$ cat config.mk
export PLATFORM = sky130hd
export DESIGN_NAME = vec_prio_tracker
export DESIGN_NICKNAME = d
export VERILOG_FILES = /design/src/rtl/vpt_pkg.sv /design/src/rtl/vpt_find_top.sv /design/src/rtl/vpt_prio_calc.sv /design/src/rtl/vec_prio_tracker.sv
export SDC_FILE = /design/constraint.sdc
export NUM_CORES = 2
export LEC_CHECK = 0
export ABC_AREA = 1
export BUFFER_PORTS_ARGS = -buffer_cell sky130_fd_sc_hd__buf_2
export CAP_MARGIN = 30
export CORE_MARGIN = 4
export CORE_UTILIZATION = 30
export DETAILED_ROUTE_END_ITERATION = 6
export HOLD_SLACK_MARGIN = 0.1
export SLEW_MARGIN = 0
export SYNTH_ARGS = -nofsm -noshare
export SYNTH_HDL_FRONTEND = slang
export SYNTH_SLANG_ARGS = --single-unit
export TNS_END_PERCENT = 1
$ cat constraint.sdc
create_clock -name clk -period 7.4 [get_ports clk]
set_clock_uncertainty 0.15 [all_clocks]
set_input_delay 0.37 -clock clk [delete_from_list [all_inputs] [get_ports clk]]
set_output_delay 0.37 -clock clk [all_outputs]
set_load 0.05 [all_outputs]
$ cat src/rtl/vpt_pkg.sv
package vpt_pkg;
   localparam int unsigned VPT_NUM_VEC   = 256;
   localparam int unsigned VPT_CLASS_LOG = 4;
   localparam int unsigned VPT_TPR_IN_W  = 32;
endpackage

$ cat src/rtl/vpt_find_top.sv
module vpt_find_top #(
   parameter int unsigned N         = 256,
   parameter int unsigned GROUP_LOG = 4,
   parameter bit          TWO_LEVEL = 1'b1
) (
   input  logic [N-1:0]         map,
   output logic                 found,
   output logic [$clog2(N)-1:0] idx
);
   localparam int unsigned IW   = $clog2(N);
   localparam int unsigned GSZ  = 1 << GROUP_LOG;
   localparam int unsigned NGRP = N / GSZ;
   localparam int unsigned GW   = (NGRP > 1) ? $clog2(NGRP) : 1;

   initial begin
      if ((1 << IW) != N) $error("N must be a power of two");
      if (GROUP_LOG >= IW) $error("GROUP_LOG too large");
   end

   assign found = |map;

   generate
      if (TWO_LEVEL) begin : g_tree
         logic [NGRP-1:0] grp_any;
         logic [GW-1:0]   grp_sel;
         logic [GSZ-1:0]  grp_bits;
         logic [GROUP_LOG-1:0] low_sel;
         for (genvar g = 0; g < NGRP; g++) begin : g_or
            assign grp_any[g] = |map[g*GSZ +: GSZ];
         end
         always_comb begin
            grp_sel = '0;
            for (int g = 0; g < NGRP; g++)
               if (grp_any[g]) grp_sel = GW'(g);
         end
         assign grp_bits = map[grp_sel*GSZ +: GSZ];
         always_comb begin
            low_sel = '0;
            for (int b = 0; b < GSZ; b++)
               if (grp_bits[b]) low_sel = GROUP_LOG'(b);
         end
         assign idx = {grp_sel[IW-GROUP_LOG-1:0], low_sel};
      end else begin : g_flat
         always_comb begin
            idx = '0;
            for (int i = 0; i < N; i++)
               if (map[i]) idx = IW'(i);
         end
      end
   endgenerate
endmodule

$ cat src/rtl/vpt_prio_calc.sv
module vpt_prio_calc #(
   parameter int unsigned VW = 8,
   parameter int unsigned CB = 4
) (
   input  logic [VW-1:0] tpr,
   input  logic          isr_found,
   input  logic [VW-1:0] isr_top,
   output logic [VW-1:0] ppr
);
   logic [VW-1:0] isr_eff;

   initial if (CB >= VW) $error("class bits must be below vector width");

   assign isr_eff = isr_found ? isr_top : '0;

   always_comb begin
      if (tpr[VW-1:CB] >= isr_eff[VW-1:CB]) ppr = tpr;
      else                                  ppr = {isr_eff[VW-1:CB], {CB{1'b0}}};
   end
endmodule

$ cat src/rtl/vec_prio_tracker.sv
module vec_prio_tracker
   import vpt_pkg::*;
#(
   parameter int unsigned NUM_VEC   = VPT_NUM_VEC,
   parameter int unsigned CLASS_LOG = VPT_CLASS_LOG,
   parameter int unsigned TPR_IN_W  = VPT_TPR_IN_W,
   parameter bit          TWO_LEVEL = 1'b1,
   localparam int unsigned VW       = $clog2(NUM_VEC)
) (
   input  logic                clk,
   input  logic                rst_n,
   input  logic                hw_en,
   input  logic                sw_en,
   input  logic                req_valid,
   input  logic [VW-1:0]       req_vec,
   input  logic                req_level,
   output logic                req_accepted,
   output logic                int_valid,
   output logic [VW-1:0]       int_vec,
   input  logic                int_ack,
   input  logic                tpr_we,
   input  logic [TPR_IN_W-1:0] tpr_wdata,
   output logic [VW-1:0]       tpr_rdata,
   output logic [VW-1:0]       ppr_out,
   input  logic                eoi_strobe,
   output logic                eoi_bcast_valid,
   output logic [VW-1:0]       eoi_bcast_vec
);
   initial begin
      if (TPR_IN_W < VW) $error("TPR_IN_W narrower than vector width");
      if (NUM_VEC < 4) $error("NUM_VEC too small");
   end

   logic [NUM_VEC-1:0] irr_q, isr_q, tmr_q;
   logic [NUM_VEC-1:0] irr_n, isr_n, tmr_n, irr_mid;
   logic [VW-1:0]      tpr_q, ppr_q, ppr_n;
   logic               bc_v_q;
   logic [VW-1:0]      bc_vec_q;

   logic               irr_found, isr_found;
   logic [VW-1:0]      irr_top, isr_top;
   logic               ack_fire, eoi_fire, req_en;

   vpt_find_top #(.N(NUM_VEC), .GROUP_LOG(CLASS_LOG), .TWO_LEVEL(TWO_LEVEL)) u_irr_find (
      .map(irr_q), .found(irr_found), .idx(irr_top));

   vpt_find_top #(.N(NUM_VEC), .GROUP_LOG(CLASS_LOG), .TWO_LEVEL(TWO_LEVEL)) u_isr_find (
      .map(isr_q), .found(isr_found), .idx(isr_top));

   vpt_prio_calc #(.VW(VW), .CB(CLASS_LOG)) u_prio (
      .tpr(tpr_q), .isr_found(isr_found), .isr_top(isr_top), .ppr(ppr_n));

   // delivery decision
   assign int_valid = irr_found &&
                      ({irr_top[VW-1:CLASS_LOG], {CLASS_LOG{1'b0}}} > ppr_q);
   assign int_vec   = irr_top;
   assign ack_fire  = int_ack && int_valid;
   assign eoi_fire  = eoi_strobe && isr_found;
   assign req_en    = req_valid && hw_en && sw_en;

   always_comb begin
      irr_mid = irr_q;
      if (ack_fire) irr_mid[int_vec] = 1'b0;
      req_accepted = req_en && !irr_mid[req_vec];
      irr_n = irr_mid;
      if (req_accepted) irr_n[req_vec] = 1'b1;

      isr_n = isr_q;
      if (eoi_fire) isr_n[isr_top] = 1'b0;
      if (ack_fire) isr_n[int_vec] = 1'b1;

      tmr_n = tmr_q;
      if (eoi_fire) tmr_n[isr_top] = 1'b0;
      if (req_accepted) tmr_n[req_vec] = req_level;
   end

   always_ff @(posedge clk) begin
      if (!rst_n) begin
         irr_q    <= '0;
         isr_q    <= '0;
         tmr_q    <= '0;
         tpr_q    <= '0;
         ppr_q    <= '0;
         bc_v_q   <= 1'b0;
         bc_vec_q <= '0;
      end else begin
         irr_q  <= irr_n;
         isr_q  <= isr_n;
         tmr_q  <= tmr_n;
         ppr_q  <= ppr_n;
         if (tpr_we) tpr_q <= tpr_wdata[VW-1:0];
         bc_v_q <= eoi_fire && tmr_q[isr_top];
         if (eoi_fire) bc_vec_q <= isr_top;
      end
   end

   assign tpr_rdata       = tpr_q;
   assign ppr_out         = ppr_q;
   assign eoi_bcast_valid = bc_v_q;
   assign eoi_bcast_vec   = bc_vec_q;


   dis_drop_chk: assert property (@(posedge clk) disable iff (!rst_n)
      (req_valid && !(hw_en && sw_en)) |-> !req_accepted);

   tpr_wr_chk: assert property (@(posedge clk) disable iff (!rst_n)
      tpr_we |=> (tpr_rdata == $past(tpr_wdata[VW-1:0])));

   ppr_floor_chk: assert property (@(posedge clk) disable iff (!rst_n)
      1'b1 |=> (ppr_out >= $past(tpr_q)));

   dlv_pending_chk: assert property (@(posedge clk) disable iff (!rst_n)
      int_valid |-> irr_q[int_vec]);

   ack_sets_isr_chk: assert property (@(posedge clk) disable iff (!rst_n)
      (int_ack && int_valid) |=> isr_q[$past(int_vec)]);

   bcast_after_eoi_chk: assert property (@(posedge clk) disable iff (!rst_n)
      eoi_bcast_valid |-> $past(eoi_strobe));
endmodule

Word level (Yosys, flattened, before mapping)
Index checks and enable logic that the tools add are counted.
{"block": "word_totals", "ff_bits": 793, "in_bits": 49, "output_inout_bits": 35, "wordCells": 148}
{"block": "op_classes", "n_lt_le_gt_ge": 8, "shift": 2, "muxes": 79, "bitwise_logic": 7, "n_reduce_logical": 44}
{"cell": "two-way mux 256 bit", "count": 6}
{"cell": "AND 256 bit", "count": 3}
{"cell": "NOT 256 bit", "count": 2}
{"cell": "bitwise OR 256 bit", "count": 2}
{"cell": "OR reduction 256 bit", "count": 2}
{"cell": "variable part select 256 x 9 -> 16 bit", "count": 2}
{"cell": "OR reduction 16 bit", "count": 30}
{"cell": "bitwise mux 256 bit", "count": 1}
{"cell": "two-way mux 4 bit", "count": 32}
{"cell": "two-way mux 3 bit", "count": 16}
{"cell": "< comparator 8 x 9 -> 1 bit (second input constant)", "count": 3}
{"cell": "demux 1 bit (select 8 bit)", "count": 3}
{"cell": "greater-or-equal comparator 8 x 1 -> 1 bit (second input constant)", "count": 3}
{"cell": "binary-select mux 1 bit (select 8 bit)", "count": 2}
{"cell": "two-way mux 2 bit", "count": 8}
{"cell": "two-way mux 8 bit", "count": 2}
{"cell": "logical AND 1 bit", "count": 10}
{"cell": "two-way mux 1 bit", "count": 9}
{"cell": "greater-than comparator 8 bit", "count": 1}
{"cell": "greater-or-equal comparator 4 bit", "count": 1}
{"cell": "AND reduction 2 bit", "count": 1}
{"cell": "zero test 1 bit", "count": 1}

Logic depth before layout (Yosys ltp)
{"block": "depth", "ltp_word": 44, "ltp_mapped": 62, "ltp_nobuf": 56}

Cells and area by module
Synthesis repeated with hierarchy kept, for this count alone.
{"block": "hier_totals", "cells_unflattened": 7615, "area_unflattened_um2": 49364.8}
{"module": "vec_prio_tracker", "n_inst": 1, "cells_each": 6230, "area_per_inst_um2": 42528.3, "seq_area_each_um2": 15875.2}
{"module": "vpt_find_top", "n_inst": 2, "cells_each": 670, "area_per_inst_um2": 3295.7, "seq_area_each_um2": 0.0}
{"module": "vpt_prio_calc", "n_inst": 1, "cells_each": 45, "area_per_inst_um2": 245.2, "seq_area_each_um2": 0.0}

Worst setup path after synthesis
No wires, ideal clock.
{"block": "synth_path", "path_kind": "register to output", "startpoint": "register irr_q[165]", "endpoint": "output port req_accepted", "arrival_ns": 6.299, "required_ns": 6.880, "setup_slack_ns": 0.581, "stages_incl_launch_ff": 33, "n_path_buf": 5, "cell_sequence": "dfxtp_1 or4_1 nor3_1 nand2_1 nor2_1 inv_1 o21ai_0 ha_1 nand2_1 nor2_1 a21oi_1 o41ai_1 inv_1 nand2_1 nor2_1 inv_1 nor2_1 clkbuf_1 nand3_1 nand3_1 nand2_1 nand3b_1 nand2_1 nand2_1 o21ai_1 nand2_1 o21ai_1 nand2_1 buf_2 buf_6 nor2_8 buf_6 buf_6"}
{"block": "synth_between", "word_cells_on_any_way": 39, "classes_between": "3 x order compare; 1 x shift; 26 x mux; 2 x bitwise; 7 x reduce/logical"}
{"element": "from (decl)", "line_no": "vec_prio_tracker.sv:34", "rtl": "logic [NUM_VEC-1:0] irr_q, isr_q, tmr_q;"}
{"element": "from (signal assigned)", "line_no": "vec_prio_tracker.sv:87", "rtl": "irr_q <= irr_n;"}
{"element": "OR reduction 16 bit", "line_no": "vpt_find_top.sv:29", "rtl": "assign grp_any[g] = |map[g*GSZ +: GSZ];"}
{"element": "two-way mux 4 bit (6 in series)", "line_no": "vpt_find_top.sv:34", "rtl": "if (grp_any[g]) grp_sel = GW'(g);"}
{"element": "net int_vec[6]", "line_no": "vec_prio_tracker.sv:19", "rtl": "output logic [VW-1:0] int_vec,"}
{"element": "greater-than comparator 8 bit", "line_no": "vec_prio_tracker.sv:55", "rtl": "({irr_top[VW-1:CLASS_LOG], {CLASS_LOG{1'b0}}} > ppr_q);"}
{"element": "logical AND 1 bit", "line_no": "vec_prio_tracker.sv:54", "rtl": "assign int_valid = irr_found &&"}
{"element": "net int_valid", "line_no": "vec_prio_tracker.sv:18", "rtl": "output logic int_valid,"}
{"element": "logical AND 1 bit", "line_no": "vec_prio_tracker.sv:57", "rtl": "assign ack_fire = int_ack && int_valid;"}
{"element": "two-way mux 256 bit", "line_no": "vec_prio_tracker.sv:63", "rtl": "if (ack_fire) irr_mid[int_vec] = 1'b0;"}
{"element": "binary-select mux 1 bit (select 8 bit)", "line_no": "vec_prio_tracker.sv:64", "rtl": "req_accepted = req_en && !irr_mid[req_vec];"}
{"element": "two-way mux 1 bit (not written as such)", "line_no": "vec_prio_tracker.sv:64"}
{"element": "zero test 1 bit", "line_no": "vec_prio_tracker.sv:64"}
{"element": "logical AND 1 bit", "line_no": "vec_prio_tracker.sv:64"}
{"element": "to (decl)", "line_no": "vec_prio_tracker.sv:17", "rtl": "output logic req_accepted,"}
The timed path passes the listed nets, and every way through them passes these cells. The select of a mux whose other input is x is not followed.

Worst setup path in the final report
{"block": "layout_path", "startpoint": "register irr_q[52]", "endpoint": "output port req_accepted"}
{"block": "layout_between", "elab_chain_len": 41, "word_cells_on_any_way": 46, "classes_between": "3 x order compare; 1 x shift; 33 x mux; 2 x bitwise; 7 x reduce/logical"}
{"element": "OR reduction 16 bit", "line_no": "vpt_find_top.sv:29"}
{"element": "two-way mux 2 bit", "line_no": "vpt_find_top.sv:34"}
{"element": "two-way mux 3 bit (4 in series)", "line_no": "vpt_find_top.sv:34"}
{"element": "two-way mux 4 bit (8 in series)", "line_no": "vpt_find_top.sv:34"}
{"element": "variable part select 256 x 9 -> 16 bit", "line_no": "vpt_find_top.sv:36", "rtl": "assign grp_bits = map[grp_sel*GSZ +: GSZ];"}
{"element": "two-way mux 1 bit", "line_no": "vpt_find_top.sv:40", "rtl": "if (grp_bits[b]) low_sel = GROUP_LOG'(b);"}
{"element": "two-way mux 2 bit (2 in series)", "line_no": "vpt_find_top.sv:40"}
{"element": "two-way mux 3 bit (4 in series)", "line_no": "vpt_find_top.sv:40"}
{"element": "[11 not listed]"}
{"element": "demux 1 bit (select 8 bit)", "line_no": "vec_prio_tracker.sv:63"}
{"element": "NOT 256 bit (no line)"}
{"element": "AND 256 bit (no line)"}
{"element": "two-way mux 256 bit (*)", "line_no": "vec_prio_tracker.sv:63"}
{"element": "binary-select mux 1 bit (select 8 bit) (*)", "line_no": "vec_prio_tracker.sv:64"}
{"element": "two-way mux 1 bit (not written as such) (*)", "line_no": "vec_prio_tracker.sv:64"}
{"element": "zero test 1 bit (*)", "line_no": "vec_prio_tracker.sv:64"}
{"element": "logical AND 1 bit (*)", "line_no": "vec_prio_tracker.sv:64"}
Every way passes the cells marked *; elsewhere a longest branch is shown, timed or not. The select of a mux whose other input is x is not followed.

==> impl_metrics.ini <==
[global_routing]
grt_usage_pct = 36.0
grt_pass1_vias = 53200
grt_first_pass_wirelength_microns = 415000
grt_overflow = 0
antenna_found_initial = 18
grt_max_degree = 193

[timing]
tightest_slew_ns = 1.35
setup_viol = 163
slew_headroom_pct = 9.94
finalHoldViolCount = 0
slew_viol_final = 0
fin_ws_ns = -0.231
period_needed_ns = 7.63
rsz0062_at_grt = yes
fmax_mhz = 131
fin_crit_sh_pct = 103

[clock_tree]
cts_sinks = 793
cts_root_buffer = clkbuf_16
clock_latency_ns = 0.75
cts_tree = built
clk_pin_slew_ns = 0.06
cts_buffers = 97
clock_path_buffers = 3
cts_htree_levels = 3

[drt]
postRouteAntennaNets = 0
vias_per_cell = 5.82
vias = 58500
firstDrtPassIters = 7
wirelength_microns = 307000
drc = 0
wl_per_cell_microns = 30.6
drtIter0Drc = 9231

[critical_path]
crit_type = reg2out
cp.buffers_inverters = 8
path_max_fanout = 12
rrSetupSlack_ns = -0.14
r2r_cells = 56
r2r_start = irr_q[52]
arrival_ns = 7.11
path_common_cell = nand2_1
endpoint_kind = primary output
regToRegEndpoint = tmr_q[123]
cp-endpoint = req_accepted
worstPathRequired_ns = 6.88
cp-start-kind = flop
cp_top_family = simple AND/OR/NAND/NOR gates
path_depth = 52
cpMaxStageDelayCell = dfxtp_2
cp-startpoint = irr_q[52]
worst_path_largest_cell_delay_ns = 0.33

[floorplanning]
rows = 143
coreArea_sq_um = 153000
die_area_sq_um = 161000
start_util_pct = 30.3
pin_count = 84
die_h_microns = 401
die-width_microns = 401

[cells_and_area]
layout_common_cells = 1696 x nand2_1, 1013 x buf_4, 944 x a21oi_1
multiInputGateArea_sq_um = 27100
final_util_pct = 40.8
seq_area_sq_um = 15900
synthToLayoutAreaGrowth_pct = 34.5
drive_gt1_share_pct = 22.6
final_area_sq_um = 62300
n_fill_cell = 16000
final_cells = 10100
nets = 7992
final_common_cell = nand2_1

[worst_hold_path]
hold_path_class = reg2reg

[place]
place_congestion = 1.09
place_ws_ns = -0.240
place_inst = 9780
port_buffers = 59
dp.final_hpwl_microns = 230000
place_area_sq_um = 57000

[power]
p_leak_nw = 24.3
peakVddDrop_uv = 169
power.density_nw_per_um2 = 165
p_total_mw = 10.2

[synthesis]
synth_cells = 7076
ys.flop_type = dfxtp_1
ys_seq_elements = 793
synthesis.area_sq_um = 46300
syn-num-nets = 7133
seq_area_frac_synth_pct = 34.3
avgSynthCellArea_sq_um = 6.54
synth_cell_types = 55
yosys_warnings = 0
async_flop_share_pct = 0
synth_edf_count = 0

[status]
status = finished, violations left
violations = negative setup slack

[run]
drv_cap = 0
-- stage by stage --
stage / hold slack, ns / setup TNS [ns]
detailed placement: 0.288 / -43.02
global route: 0.308 / -23.83
global placement: 0.289 / -115.42
floorplan: 0.300 / 0
CTS: 0.236 / -0.0169
finish: 0.299 / -7.61
-- worst min path at each step --
stage,start,endpoint,slack [ns],cells past startpoint
after CTS,int_ack,isr_q[102],0.24,6
final,tpr_rdata[3],ppr_out[3],0.30,2
after global routing,int_ack,isr_q[102],0.31,6
after global placement,tpr_rdata[0],ppr_out[0],0.29,2
after detailed placement,tpr_rdata[3],ppr_out[3],0.29,2
after floorplan,isr_q[62],isr_q[62],0.30,2
-- worst reg2reg max path: cells and delay by family, from the launching register on --
| kind | cells | cell delay, ns |
|---|---|---|
| AO/OA/AOI/OAI | 3 | 0.43 |
| buffers and inverters | 10 | 1.94 |
| flip-flops | 1 | 0.33 |
| AND/OR/NAND/NOR | 43 | 4.63 |
-- Yosys cell counts (3+ instances only) --
library cell	instances	area (sq um)
buf_1	18	67.6
a22oi_1	121	908
buf_4	18	135
nor3_1	20	100
nand2_4	3	33.8
nor2_1	543	2040
inv_1	448	1680
o22ai_1	16	100
a22o_1	13	114
buf_2	57	285
nor4_1	81	507
and2_1	5	31.3
nor2_4	5	56.3
mux2_2	144	1620
nor2_2	6	37.5
and3_1	9	56.3
nand3_1	464	2320
inv_2	19	71.3
nand2_1	1750	6570
dfxtp_1	793	15900
nand4_1	157	982
nand3b_1	105	788
o21bai_1	115	863
o21ai_1	15	75.1
a31o_2	5	43.8
clkbuf_1	359	1350
o221ai_1	7	61.3
o21ai_0	700	3500
o211ai_1	3	22.5
a21oi_1	950	4750
clkinv_1	11	41.3
a221oi_1	19	166
nand2_2	3	18.8
buf_6	60	676
ha_1	8	100
-- per-layer routing --
layer  wire length [microns]  GRT usage, %  part of all wire (%)
met4                   22200          21.1                   7.2
met3                   39500          10.5                    13
met2                  121000          50.4                    39
met1                  124000          48.8                    40
met5                      71             0                 0.023
-- sequential cells by signal (all words and copies together) (netlist names) --
signal,cells
eoi_bcast_vec,8
tmr_q,256
ppr_out,8
eoi_bcast_valid,1
isr_q,256
irr_q,256
tpr_rdata,8
-- kinds of logic (layout without fill, tap and decap cells) --
kind of cell / Yosys count / count (layout) / synth area share (%)
adder cells (fa/ha/maj): 8 / 8 / 0.216
buffers and inverters: 991 / 1931 / 9.31
other: 0 / 8 / 0
flip-flops: 793 / 793 / 34.3
multiplexers: 144 / 144 / 3.50
AND/OR/NAND/NOR: 3164 / 3164 / 29.5
AO/OA/AOI/OAI: 1976 / 1976 / 23.1
-- repair_timing --
item	CTS	global route
pin swaps	34	84
setup endpoints to repair	491	703
cloned	2	5
hold buffers	27	0
gates resized for setup	102	167
buffers inserted	31	24
endpoints found under the hold margin	41	0
-- layout make-up --
type                            count  share of cell area, %
Tap cell                         2030                   4.08
Multi-Input combinational cell   5292                   43.5
Inverter                          479                   2.91
Timing Repair Buffer             1272                   18.5
Sequential cell                   793                   25.5
Clock inverter                     39                  0.860
Clock buffer                      141                   4.60
Antenna cell                        8                 0.0322
-- power breakdown --
group          total [mW]  internal (mW)  switching [mW]
Clock                5.21           3.01            2.20
Combinational       0.755          0.195           0.560
Sequential           4.28           4.28         0.00476
Total                10.2           7.48            2.76
Power figures use the tool's default switching activity.
